--- src/rtl/fscm_pkg.sv ---
package fscm_pkg;
  localparam int unsigned FSCM_DIV_DEFAULT  = 64;
  localparam int unsigned FSCM_SYNC_DEFAULT = 2;

  typedef enum logic {
    CLK_SRC_EXT = 1'b0,
    CLK_SRC_INT = 1'b1
  } clk_src_e;
endpackage

--- src/rtl/fscm_edge_det.sv ---
module fscm_edge_det #(
  parameter int unsigned STAGES = 2
) (
  input  logic clk,
  input  logic rst_n,
  input  logic async_in,
  output logic rise,
  output logic fall
);
  logic [STAGES-1:0] sync_q;
  logic              prev_q;

  genvar g;
  generate
    for (g = 0; g < STAGES; g++) begin : g_sync
      if (g == 0) begin : g_first
        always_ff @(posedge clk or negedge rst_n) begin
          if (!rst_n) sync_q[0] <= 1'b0;
          else        sync_q[0] <= async_in;
        end
      end else begin : g_rest
        always_ff @(posedge clk or negedge rst_n) begin
          if (!rst_n) sync_q[g] <= 1'b0;
          else        sync_q[g] <= sync_q[g-1];
        end
      end
    end
  endgenerate

  always_ff @(posedge clk or negedge rst_n) begin
    if (!rst_n) prev_q <= 1'b0;
    else        prev_q <= sync_q[STAGES-1];
  end

  always_comb begin
    rise = sync_q[STAGES-1] & ~prev_q;
    fall = ~sync_q[STAGES-1] & prev_q;
  end
endmodule

--- src/rtl/fscm_sample_div.sv ---
module fscm_sample_div #(
  parameter int unsigned DIV = 64
) (
  input  logic clk,
  input  logic rst_n,
  input  logic active,
  input  logic lf_rise,
  output logic win_open,
  output logic win_close
);
  localparam int unsigned CW   = (DIV > 2) ? $clog2(DIV) : 1;
  localparam int unsigned HALF = DIV / 2;
  localparam logic [CW-1:0] LAST     = CW'(DIV - 1);
  localparam logic [CW-1:0] HALF_M1  = CW'(HALF - 1);

  logic [CW-1:0] cnt_q, cnt_d;
  logic          cnt_en;

  always_comb begin
    cnt_en    = active & lf_rise;
    win_open  = cnt_en & (cnt_q == LAST);
    win_close = cnt_en & (cnt_q == HALF_M1);
    cnt_d     = cnt_q;
    if (!active)          cnt_d = '0;
    else if (cnt_en)      cnt_d = (cnt_q == LAST) ? '0 : cnt_q + 1'b1;
  end

  always_ff @(posedge clk or negedge rst_n) begin
    if (!rst_n) cnt_q <= '0;
    else        cnt_q <= cnt_d;
  end
endmodule

--- src/rtl/fscm_fail_latch.sv ---
module fscm_fail_latch (
  input  logic clk,
  input  logic rst_n,
  input  logic active,
  input  logic ext_fall,
  input  logic win_open,
  input  logic win_close,
  output logic fail_evt
);
  logic seen_q, seen_d;

  always_comb begin
    seen_d = seen_q;
    if (ext_fall)                 seen_d = 1'b1;
    else if (!active || win_open) seen_d = 1'b0;
    fail_evt = active & win_close & ~seen_q & ~ext_fall;
  end

  always_ff @(posedge clk or negedge rst_n) begin
    if (!rst_n) seen_q <= 1'b0;
    else        seen_q <= seen_d;
  end
endmodule

--- src/rtl/fscm_monitor.sv ---
module fscm_monitor
  import fscm_pkg::*;
#(
  parameter int unsigned DIV         = FSCM_DIV_DEFAULT,
  parameter int unsigned SYNC_STAGES = FSCM_SYNC_DEFAULT
) (
  input  logic clk,
  input  logic rst_n,
  input  logic ext_clk,
  input  logic lf_clk,
  input  logic mon_en,
  input  logic ost_done,
  input  logic irq_en,
  input  logic flag_clr,
  output logic fault_flag,
  output logic irq,
  output logic clk_sel_int
);
  logic [1:0] rst_pipe_q;
  logic       rst_int_n;
  logic       ext_rise_unused, ext_fall;
  logic       lf_rise, lf_fall_unused;
  logic       active, win_open, win_close, fail_evt;
  logic       flag_q, flag_d;
  clk_src_e   sel_q, sel_d;

  always_ff @(posedge clk or negedge rst_n) begin
    if (!rst_n) rst_pipe_q <= 2'b00;
    else        rst_pipe_q <= {rst_pipe_q[0], 1'b1};
  end
  assign rst_int_n = rst_pipe_q[1];

  fscm_edge_det #(.STAGES(SYNC_STAGES)) u_ext_edge (
    .clk(clk), .rst_n(rst_int_n), .async_in(ext_clk),
    .rise(ext_rise_unused), .fall(ext_fall)
  );

  fscm_edge_det #(.STAGES(SYNC_STAGES)) u_lf_edge (
    .clk(clk), .rst_n(rst_int_n), .async_in(lf_clk),
    .rise(lf_rise), .fall(lf_fall_unused)
  );

  assign active = mon_en & ost_done;

  fscm_sample_div #(.DIV(DIV)) u_div (
    .clk(clk), .rst_n(rst_int_n), .active(active), .lf_rise(lf_rise),
    .win_open(win_open), .win_close(win_close)
  );

  fscm_fail_latch u_latch (
    .clk(clk), .rst_n(rst_int_n), .active(active), .ext_fall(ext_fall),
    .win_open(win_open), .win_close(win_close), .fail_evt(fail_evt)
  );

  always_comb begin
    flag_d = flag_q;
    sel_d  = sel_q;
    if (fail_evt) begin
      flag_d = 1'b1;
      sel_d  = CLK_SRC_INT;
    end else if (flag_clr) begin
      flag_d = 1'b0;
    end
  end

  always_ff @(posedge clk or negedge rst_int_n) begin
    if (!rst_int_n) begin
      flag_q <= 1'b0;
      sel_q  <= CLK_SRC_EXT;
    end else begin
      flag_q <= flag_d;
      sel_q  <= sel_d;
    end
  end

  assign fault_flag  = flag_q;
  assign clk_sel_int = (sel_q == CLK_SRC_INT);
  assign irq         = flag_q & irq_en;
endmodule

--- config.mk ---
export PLATFORM = sky130hd
export DESIGN_NAME = fscm_monitor
export DESIGN_NICKNAME = d
export VERILOG_FILES = /design/src/rtl/fscm_pkg.sv /design/src/rtl/fscm_edge_det.sv /design/src/rtl/fscm_sample_div.sv /design/src/rtl/fscm_fail_latch.sv /design/src/rtl/fscm_monitor.sv
export SDC_FILE = /design/constraint.sdc
export NUM_CORES = 1
export LEC_CHECK = 0
export BUFFER_PORTS_ARGS = -buffer_cell sky130_fd_sc_hd__buf_2
export CAP_MARGIN = 40
export CORE_UTILIZATION = 46
export DETAILED_ROUTE_END_ITERATION = 10
export GPL_ROUTABILITY_DRIVEN = 0
export PLACE_DENSITY = 0.75
export SYNTH_ARGS = -nofsm -noshare
export SYNTH_HDL_FRONTEND = slang
export SYNTH_SLANG_ARGS = --single-unit
--- constraint.sdc ---
create_clock -name clk -period 0.8 [get_ports clk]
set_input_delay 0.12 -clock clk [delete_from_list [all_inputs] [get_ports clk]]
set_output_delay 0.12 -clock clk [all_outputs]
set_load 0.01 [all_outputs]
==> flow_summary.yaml, run 1 <==
status:
  outcome: "finished with violations"
  violations: "setup timing"
place:
  port_buffers: 10
  dp_hpwl_um: 952
  place_inst: 95
  post-place-ws_ns: -0.440
  post_dp_cell_area_um2: 860
detailed_routing:
  drt_iter0_markers: 15
  wl_per_cell_um: 14.0
  vias: 588
  highest_layer: "met3"
  drcViolationCount: 0
  ant_nets: 0
  drt-total-wl_um: 1490
  met3_length_um: 55
  m1WireLength_um: 619
  wl_met2_um: 813
  post_drt_via_cell_ratio: 5.55
  dr.pass1.iters: 4
floorplan:
  start_util: 0.510
  ioPinCount: 11
  num_rows: 13
  design.die.area_um2: 1640
  die_h_um: 40.5
  die_w_um: 40.5
  design.core.area_um2: 1330
cts:
  clkLatencyLatePin_ns: 0.27
  clkSinkCount: 17
  cts_buffer_depth: 2
  cts_buffers: 3
  cts_root_buffer: "clkbuf_4"
  htreeDepth: 1
  clk_pin_slew_ns: 0.09
  tritoncts: "yes"
critical_path:
  arrival_ns: 1.44
  slowest_delay_ns: 0.41
  worstPathMaxFanout: 6
  required_ns: 1.00
  crit_chain: "ha_4, nand3b_1, or3_1, a21oi_1"
  start_kind: "flip-flop"
  end_kind: "flip-flop"
  crit_type: "reg -> reg"
  slowest_stage: "dfrtp_1"
logic_synthesis:
  yosys.area.top_type: "dfrtp_1"
  synth_nets: 66
  synth_cells: 57
  ys_ff_latch: 17
  avgSynthCellArea_um2: 11.9
  yosys-top-cells-area: "dfrtp_1 (63%), a21oi_1 (2.9%), nand2_1 (2.8%)"
  yosys.area.top_type_share: 0.625
  synth_seq_area_share: 0.625
  synth_cell_types: 31
  ys_warn_count: 0
  syn_area_um2: 681
final_layout:
  area_delta_synth_final_pct: 48.0
  final_cells: 106
  fin_area_um2: 1010
  final_net_count: 101
  fillCellCount: 95
  antenna_cells: 0
  post-route-util: 0.755
  drive_above_1_share: 0.495
power_and_ir_drop:
  leakagePower_nw: 0.495
  p_per_area_nw_per_um2: 1480
  total_power_mw: 1.49
  ir_drop_uv: 1360
timing:
  drv_slew: 0
  fin_crit_sh: 1.54
  fin_skew_ns: 0.00125
  fmax_mhz: 811
  final-setup-viol-count: 12
  fin_tns_setup_ns: -3.57
  rsz0062_at_grt: "yes"
  layout_setup_ws_ns: -0.433
  fin_hold_ws_ns: 0.0203
  layout_min_cycle_time_ns: 1.23
  finalHoldViolations: 0
global_routing:
  grt_pass1_vias: 536
  grt_pass1_wl_um: 2280
  gr-total-overflow: 0
  grt_max_degree: 15
  grtUsageTotal: 0.212
  antenna_found_initial: 0
worst_hold_path:
  hp-class: "reg -> async"
flow_run:
  cap_viol_max_count: 0
metal layers:
metal,up-vias,track usage
li1,274,-
met4,0,0
met5,-,0
met1,296,0.276
met2,18,0.377
met3,0,0.0500
report_power, final:
| group | internal [mW] | leakage [nW] | total [mW] | switching (mW) |
|---|---|---|---|---|
| logic | 0.0881 | 0.265 | 0.153 | 0.0650 |
| registers | 0.887 | 0.215 | 0.906 | 0.0185 |
| clock network | 0.193 | 0.0150 | 0.433 | 0.240 |
sequential cells by signal (all words and copies together) (netlist names):
name               cells
u_lf_edge.prev_q       1
u_ext_edge.sync_q      2
u_lf_edge.sync_q       2
u_ext_edge.prev_q      1
u_div.cnt_q            6
u_latch.seen_q         1
fault_flag             1
clk_sel_int            1
rst_pipe_q             2
synthesized netlist by cell type (all sizes together):
master	instances
ha	1
nor2	1
dfrtp	17
o21bai	1
conb	1
and3	2
nand4	1
a21oi	4
nand3b	1
nor3	1
nand2b	1
clkbuf	1
a311o	1
o21ai	1
nand2	6
xor2	1
nand3	2
or3	1
a31oi	1
nor2b	2
a31o	2
a21o	1
buf	1
a41o	1
o22ai	1
or4	1
and2	1
inv	1
a311oi	1
placed cells by master (no fill, tap or decap), types with 2 or more instances in the layout:
master         count
nand2_1            4
clkbuf_4           3
a21oi_1            2
buf_6              3
buf_4             16
a21oi_2            2
nor2b_4            2
nand3_1            2
dlygate4sd3_1      3
buf_2             10
dfrtp_1           16
final timing paths:
| path | start | endpoint | slack (ns) | cells past startpoint |
|---|---|---|---|---|
| hold reg to reg | rst_pipe_q[1] | u_lf_edge.sync_q[0] | 0.02 | 0 |
| hold / removal | rst_pipe_q[1] | u_lf_edge.sync_q[0] | 0.02 | 0 |
| setup / recovery | u_div.cnt_q[1] | u_div.cnt_q[4] | -0.43 | 4 |
| min in group clk | flag_clr | fault_flag | 0.03 | 2 |
| setup reg to reg | u_div.cnt_q[1] | u_div.cnt_q[4] | -0.43 | 4 |
| max in group asynchronous | rst_pipe_q[1] | u_div.cnt_q[0] | 0.41 | 1 |
area by class of cell:
class / count / area [um^2] / area share
Clock buffer: 4 / 26.3 / 0.0261
Inverter: 1 / 3.75 / 0.00373
Multi-Input combinational cell: 37 / 298 / 0.296
Sequential cell: 17 / 427 / 0.424
Tap cell: 15 / 18.8 / 0.0186
Timing Repair Buffer: 32 / 234 / 0.232
critical path: cells and delay by family (launching register included):
kind                     cells  cell delay [ns]
AND/OR/NAND/NOR              2             0.43
flip-flops                   1             0.41
AO/OA/AOI/OAI                1             0.13
adder cells (fa/ha/maj)      1             0.19
what timing repair did:
item                       in CTS  in global routing
resized for setup              10                  6
setup endpoints to repair      12                 12
hold buffers                    3                  0
hold endpoints to repair        4                  0
buffers inserted                4                  0
pin swaps                       6                  5
logic make-up after synthesis:
| family | share of synthesized area |
|---|---|
| buffers and inverters | 0.0276 |
| AOI/OAI and AO/OA | 0.145 |
| and+or+nand+nor | 0.165 |
| DFF | 0.625 |
| xor gates and xnor gates | 0.0129 |
| adders and majority gates | 0.0184 |
| other | 0.00551 |
(Power assumes the default switching activity.)
==> inputs of run 2 (changes only) <==
- BUFFER_PORTS_ARGS: -buffer_cell sky130_fd_sc_hd__buf_2 -> default
- CORE_UTILIZATION: 46 -> 51
- DONT_BUFFER_PORTS: default -> 1
- PLACE_DENSITY: 0.75 -> 0.74
- SLEW_MARGIN: default -> 20
==> run 2 against run 1 <==
Against the previous run: the flow still finishes with violations (setup timing); die area shrank 9.3%; total power shrank 0.89%; via count shrank 5.3%; first-iteration DRC count shrank 27%; critical path type unchanged; highest routed layer is now met4; critical endpoint unchanged; combinational power shrank 19%; clock skew grew 0.0084 ns; clock-buffer cell count is the same; final cell count shrank 6.6%; non-clock buffer count shrank 6.
==> flow_summary.yaml, run 2 (synthesized netlist as in run 1, its figures left out) <==
status:
  outcome: "finished with violations"
  violations: "setup timing"
timing:
  finalHoldViolations: 0
  rsz0062_at_grt: "yes"
  final-setup-viol-count: 12
  fin_crit_sh: 1.55
  layout_min_cycle_time_ns: 1.24
  drv_slew: 0
  fin_tns_setup_ns: -3.41
  fin_hold_ws_ns: 0.00904
  fmax_mhz: 805
  fin_skew_ns: 0.00967
  layout_setup_ws_ns: -0.443
cts:
  tritoncts: "yes"
  clkLatencyLatePin_ns: 0.29
  htreeDepth: 1
  cts_buffer_depth: 2
  cts_buffers: 3
  clk_pin_slew_ns: 0.09
  cts_root_buffer: "clkbuf_4"
  clkSinkCount: 17
final_layout:
  largest_register_ffs: 6
  final_common_cell: "buf_4"
  regArea_um2: 428
  fin_area_um2: 1000
  final_cell_mix: "buf_4 (19), dfrtp_1 (15), dlygate4sd3_1 (5)"
  area_delta_synth_final_pct: 47.1
  drive_above_1_share: 0.494
  antenna_cells: 0
  regMostFlops: "u_div.cnt_q"
  fillCellCount: 61
  multiInputGateArea_um2: 310
  final_net_count: 95
floorplan:
  die_h_um: 38.5
  design.die.area_um2: 1480
  num_rows: 12
  design.core.area_um2: 1170
  die_w_um: 38.5
  ioPinCount: 11
  start_util: 0.581
power_and_ir_drop:
  power.switching_mw: 0.321
  p_clk_frac: 0.298
  power_frac_seq: 0.618
  p_per_area_nw_per_um2: 1480
  total_power_mw: 1.48
  leakagePower_nw: 0.456
  combPwrFrac: 0.084
  ir_drop_uv: 1750
  intPower_mw: 1.16
  switching_share: 0.217
detailed_routing:
  dr.pass1.iters: 4
  ant_nets: 0
  wl_per_cell_um: 15.4
  vias: 557
  post_drt_via_cell_ratio: 5.63
  drcViolationCount: 0
  drt_iter0_markers: 11
  drt-total-wl_um: 1520
place:
  dp_hpwl_um: 969
  post_dp_cell_area_um2: 823
  port_buffers: 0
global_routing:
  gr-total-overflow: 0
  grt_pass1_vias: 509
  grt_max_degree: 10
  antenna_found_initial: 0
  grtUsageTotal: 0.243
  grt_pass1_wl_um: 2250
critical_path:
  worstPathMaxFanout: 5
  crit_type: "reg -> reg"
  required_ns: 1.03
  start_kind: "flip-flop"
  end_kind: "flip-flop"
  arrival_ns: 1.47
flow_run:
  cap_viol_max_count: 0
worst_hold_path:
  hp-class: "in -> reg"
[run 2: path summary, 6_finish.rpt]
kind / from / endpoint / slack [ns] / depth (start not counted)
setup / recovery: u_div.cnt_q[0] / u_div.cnt_q[4] / -0.44 / 4
hold / removal: ost_done / u_latch.seen_q / 0.009 / 1
setup reg to reg: u_div.cnt_q[0] / u_div.cnt_q[4] / -0.44 / 4
hold reg to reg: rst_pipe_q[1] / u_latch.seen_q / 0.09 / 0
max in group asynchronous: rst_pipe_q[1] / u_div.cnt_q[0] / 0.33 / 1
min in group asynchronous: rst_n / rst_pipe_q[0] / 0.06 / 1
[run 2: area by class of cell]
type / instances / area share
repair buffers: 26 / 0.215
inverters: 1 / 0.00375
clock buffers: 4 / 0.0263
flip-flops and latches: 17 / 0.427
well taps: 14 / 0.0175
multi-input cells: 37 / 0.310
[run 2: stage by stage]
stage	setup slack, ns	cells	util
5_1_grt	-0.501	99	0.855
3_5_place_dp	-0.435	86	0.703
6_report	-0.443	99	0.855
4_1_cts	-0.417	98	0.831
2_1_floorplan	-0.389	57	-
3_3_place_gp	-0.412	86	0.703
[run 2: timing repair]
action | 4_1_cts | 5_1_grt
hold buffers | 5 | 0
buffers inserted | 3 | 1
hold endpoints to repair | 6 | 0
setup endpoints to repair | 12 | 12
pin swaps | 10 | 8
resized for setup | 14 | 5
[run 2: worst max-delay path, cell delays in order (launching register included)]
cell,delay [ns]
dfrtp_2,0.43
ha_4,0.18
nand3b_1,0.11
or3_1,0.35
a21oi_2,0.12
[run 2: routing by layer]
metal,vias to the layer above,GRT usage,routed length (um)
li1,260,-,-
met1,267,0.316,692
met2,24,0.363,700
met3,6,0.0523,69
met4,0,0.155,58
met5,-,0,0
[run 2: power by group through the flow]
stage	Clock, mW	Combinational [mW]	Sequential, mW
3_3_place_gp	0	0.0814	0.923
4_1_cts	0.449	0.122	0.913
6_report	0.440	0.124	0.914
5_1_grt	0.482	0.134	0.918
3_5_place_dp	0	0.0830	0.927
2_1_floorplan	0	0.0332	0.927
==> inputs of run 3 (changes only) <==
- CORE_UTILIZATION: 51 -> 52
- PLACE_DENSITY: 0.74 -> 0.75
- SETUP_SLACK_MARGIN: default -> 0.4
- SYNTH_HIERARCHICAL: default -> 1
==> run 3 against run 2 <==
Against the previous run: the flow finishes with violations (hold timing, setup timing); global-route usage hardly changed; utilization is 7.4 points lower; final cell count is 10% lower; routed wire length is 6.0% lower; register-to-register slack worse by 0.11 ns; total power is 2.6% lower; synthesized area is 0.55% lower; clock skew is 0.0075 ns lower; setup slack worse by 0.11 ns; non-clock buffer count is 10 lower; highest routed layer unchanged.
==> flow_summary.yaml, run 3 <==
final_layout:
  final_cells: 89
  drive_above_1_share: 0.413
  antenna_cells: 0
  final_net_count: 85
  regMostFlops: "u_div/cnt_q"
  post-route-util: 0.780
  area_delta_synth_final_pct: 33.3
  final_cell_mix: "dfrtp_1 (15), buf_4 (12), and2_1 (4), nand2_1 (4)"
  largest_register_ffs: 6
  final_common_cell: "dfrtp_1"
floorplan:
  design.core.area_um2: 1160
  ioPinCount: 11
  start_util: 0.585
  die_h_um: 38.1
  die_w_um: 38.1
  design.die.area_um2: 1450
  num_rows: 12
cts:
  cts_root_buffer: "clkbuf_4"
  cts_buffers: 3
  htreeDepth: 1
  postCtsHoldBufs: 1
  tritoncts: "yes"
  clk_pin_slew_ns: 0.10
  clkSinkCount: 17
  clkLatencyLatePin_ns: 0.29
  cts_buffer_depth: 2
critical_path:
  arrival_ns: 1.58
  required_ns: 1.03
  critPathTopFamily: "simple AND/OR/NAND/NOR gates"
  crit_chain: "nor2b_4, and4_4, nand3_2, nor2_1, nand2_1, nor3_2, or2_1"
  crit_type: "reg -> reg"
  worstPathMaxFanout: 2
  path_buf_inv: 0
  start_kind: "flip-flop"
  end_kind: "flip-flop"
  slowest_delay_ns: 0.39
  slowest_stage: "dfrtp_1"
global_routing:
  gr-total-overflow: 0
  grt_pass1_wl_um: 2300
  antenna_found_initial: 0
  grt_max_degree: 12
  grtUsageTotal: 0.242
  grt_pass1_vias: 501
timing:
  fin_tns_setup_ns: -4.30
  fin_crit_sh: 1.69
  fmax_mhz: 740
  final-setup-viol-count: 12
  drv_slew: 0
  rsz0062_at_grt: "yes"
  fin_skew_ns: 0.00222
  layout_setup_ws_ns: -0.550
  layout_min_cycle_time_ns: 1.35
  finalHoldViolations: 3
  fin_hold_ws_ns: -0.148
detailed_routing:
  drt_iter0_markers: 17
  post_drt_via_cell_ratio: 5.73
  drt-total-wl_um: 1430
  drcViolationCount: 0
  dr.pass1.iters: 4
  wl_per_cell_um: 16.1
  ant_nets: 0
  vias: 510
power_and_ir_drop:
  ir_drop_uv: 1280
  leakagePower_nw: 0.430
  p_per_area_nw_per_um2: 1600
logic_synthesis:
  ys_warn_count: 6
  synth_nets: 64
  avgSynthCellArea_um2: 12.3
  syn_area_um2: 677
  synth_cells: 55
place:
  dp_hpwl_um: 916
  port_buffers: 0
  place_inst: 78
  post-place-ws_ns: -0.486
status:
  violations: "hold timing, setup timing"
  outcome: "finished with violations"
flow_run:
  cap_viol_max_count: 0
worst_hold_path:
  hp-class: "in -> reg"
-- run 3: metal layers --
| metal | part of all wire | vias to the layer above | wire (um) | GRT usage |
|---|---|---|---|---|
| met1 | 0.40 | 256 | 569 | 0.294 |
| met4 | 0.024 | 0 | 35 | 0.116 |
| met5 | 0 | - | 0 | 0 |
| met2 | 0.53 | 21 | 753 | 0.411 |
| li1 | - | 225 | - | - |
| met3 | 0.049 | 8 | 70 | 0.0465 |
-- run 3: path summary, 6_finish.rpt --
kind                                      from                    to  slack (ns)  depth (start not counted)
max                        u_lf_edge/sync_q[1]           clk_sel_int       -0.55                          7
min                                    ext_clk  u_ext_edge/sync_q[0]       -0.15                          0
max reg2reg                u_lf_edge/sync_q[1]           clk_sel_int       -0.55                          7
min reg2reg                      rst_pipe_q[1]   u_lf_edge/sync_q[1]        0.19                          1
max in group asynchronous        rst_pipe_q[1]        u_div/cnt_q[1]        0.49                          1
min in group asynchronous                rst_n         rst_pipe_q[1]        0.05                          1
-- run 3: final cells by class --
type                            instances  area [um^2]
Inverter                                3         11.3
Tap cell                               14         17.5
Timing Repair Buffer                   16          143
Multi-Input combinational cell         35          275
Clock buffer                            3         22.5
Sequential cell                        17          428
Fill cell                              65          254
Clock inverter                          1         5.00
-- run 3: power by group --
part / switching [mW] / internal [mW] / leakage (nW)
combinational: 0.0411 / 0.0442 / 0.198
clock: 0.266 / 0.186 / 0.0177
sequential: 0.0176 / 0.886 / 0.215
-- run 3: what timing repair did --
action                                 in CTS  in global routing
pin swaps                                   3                  0
setup endpoints to repair                  32                 17
endpoints found under the hold margin       5                  3
setup buffers                               5                  1
gates resized for setup                     5                  0
-- run 3: worst register-to-register path, cell delays in order (launching register included) --
cell,delay [ns]
dfrtp_1,0.39
nor2b_4,0.16
and4_4,0.22
nand3_2,0.08
nor2_1,0.11
nand2_1,0.07
nor3_2,0.14
or2_1,0.13
-- run 3: stage by stage --
| step | cell area (um^2) | hold slack, ns | power [mW] |
|---|---|---|---|
| floorplan | 706 | -0.176 | 0.954 |
| global placement | 791 | -0.176 | 0.970 |
| detailed placement | 791 | -0.176 | 0.977 |
| finish | 902 | -0.148 | 1.44 |
| CTS | 895 | -0.158 | 1.44 |
| global route | 902 | -0.174 | 1.51 |
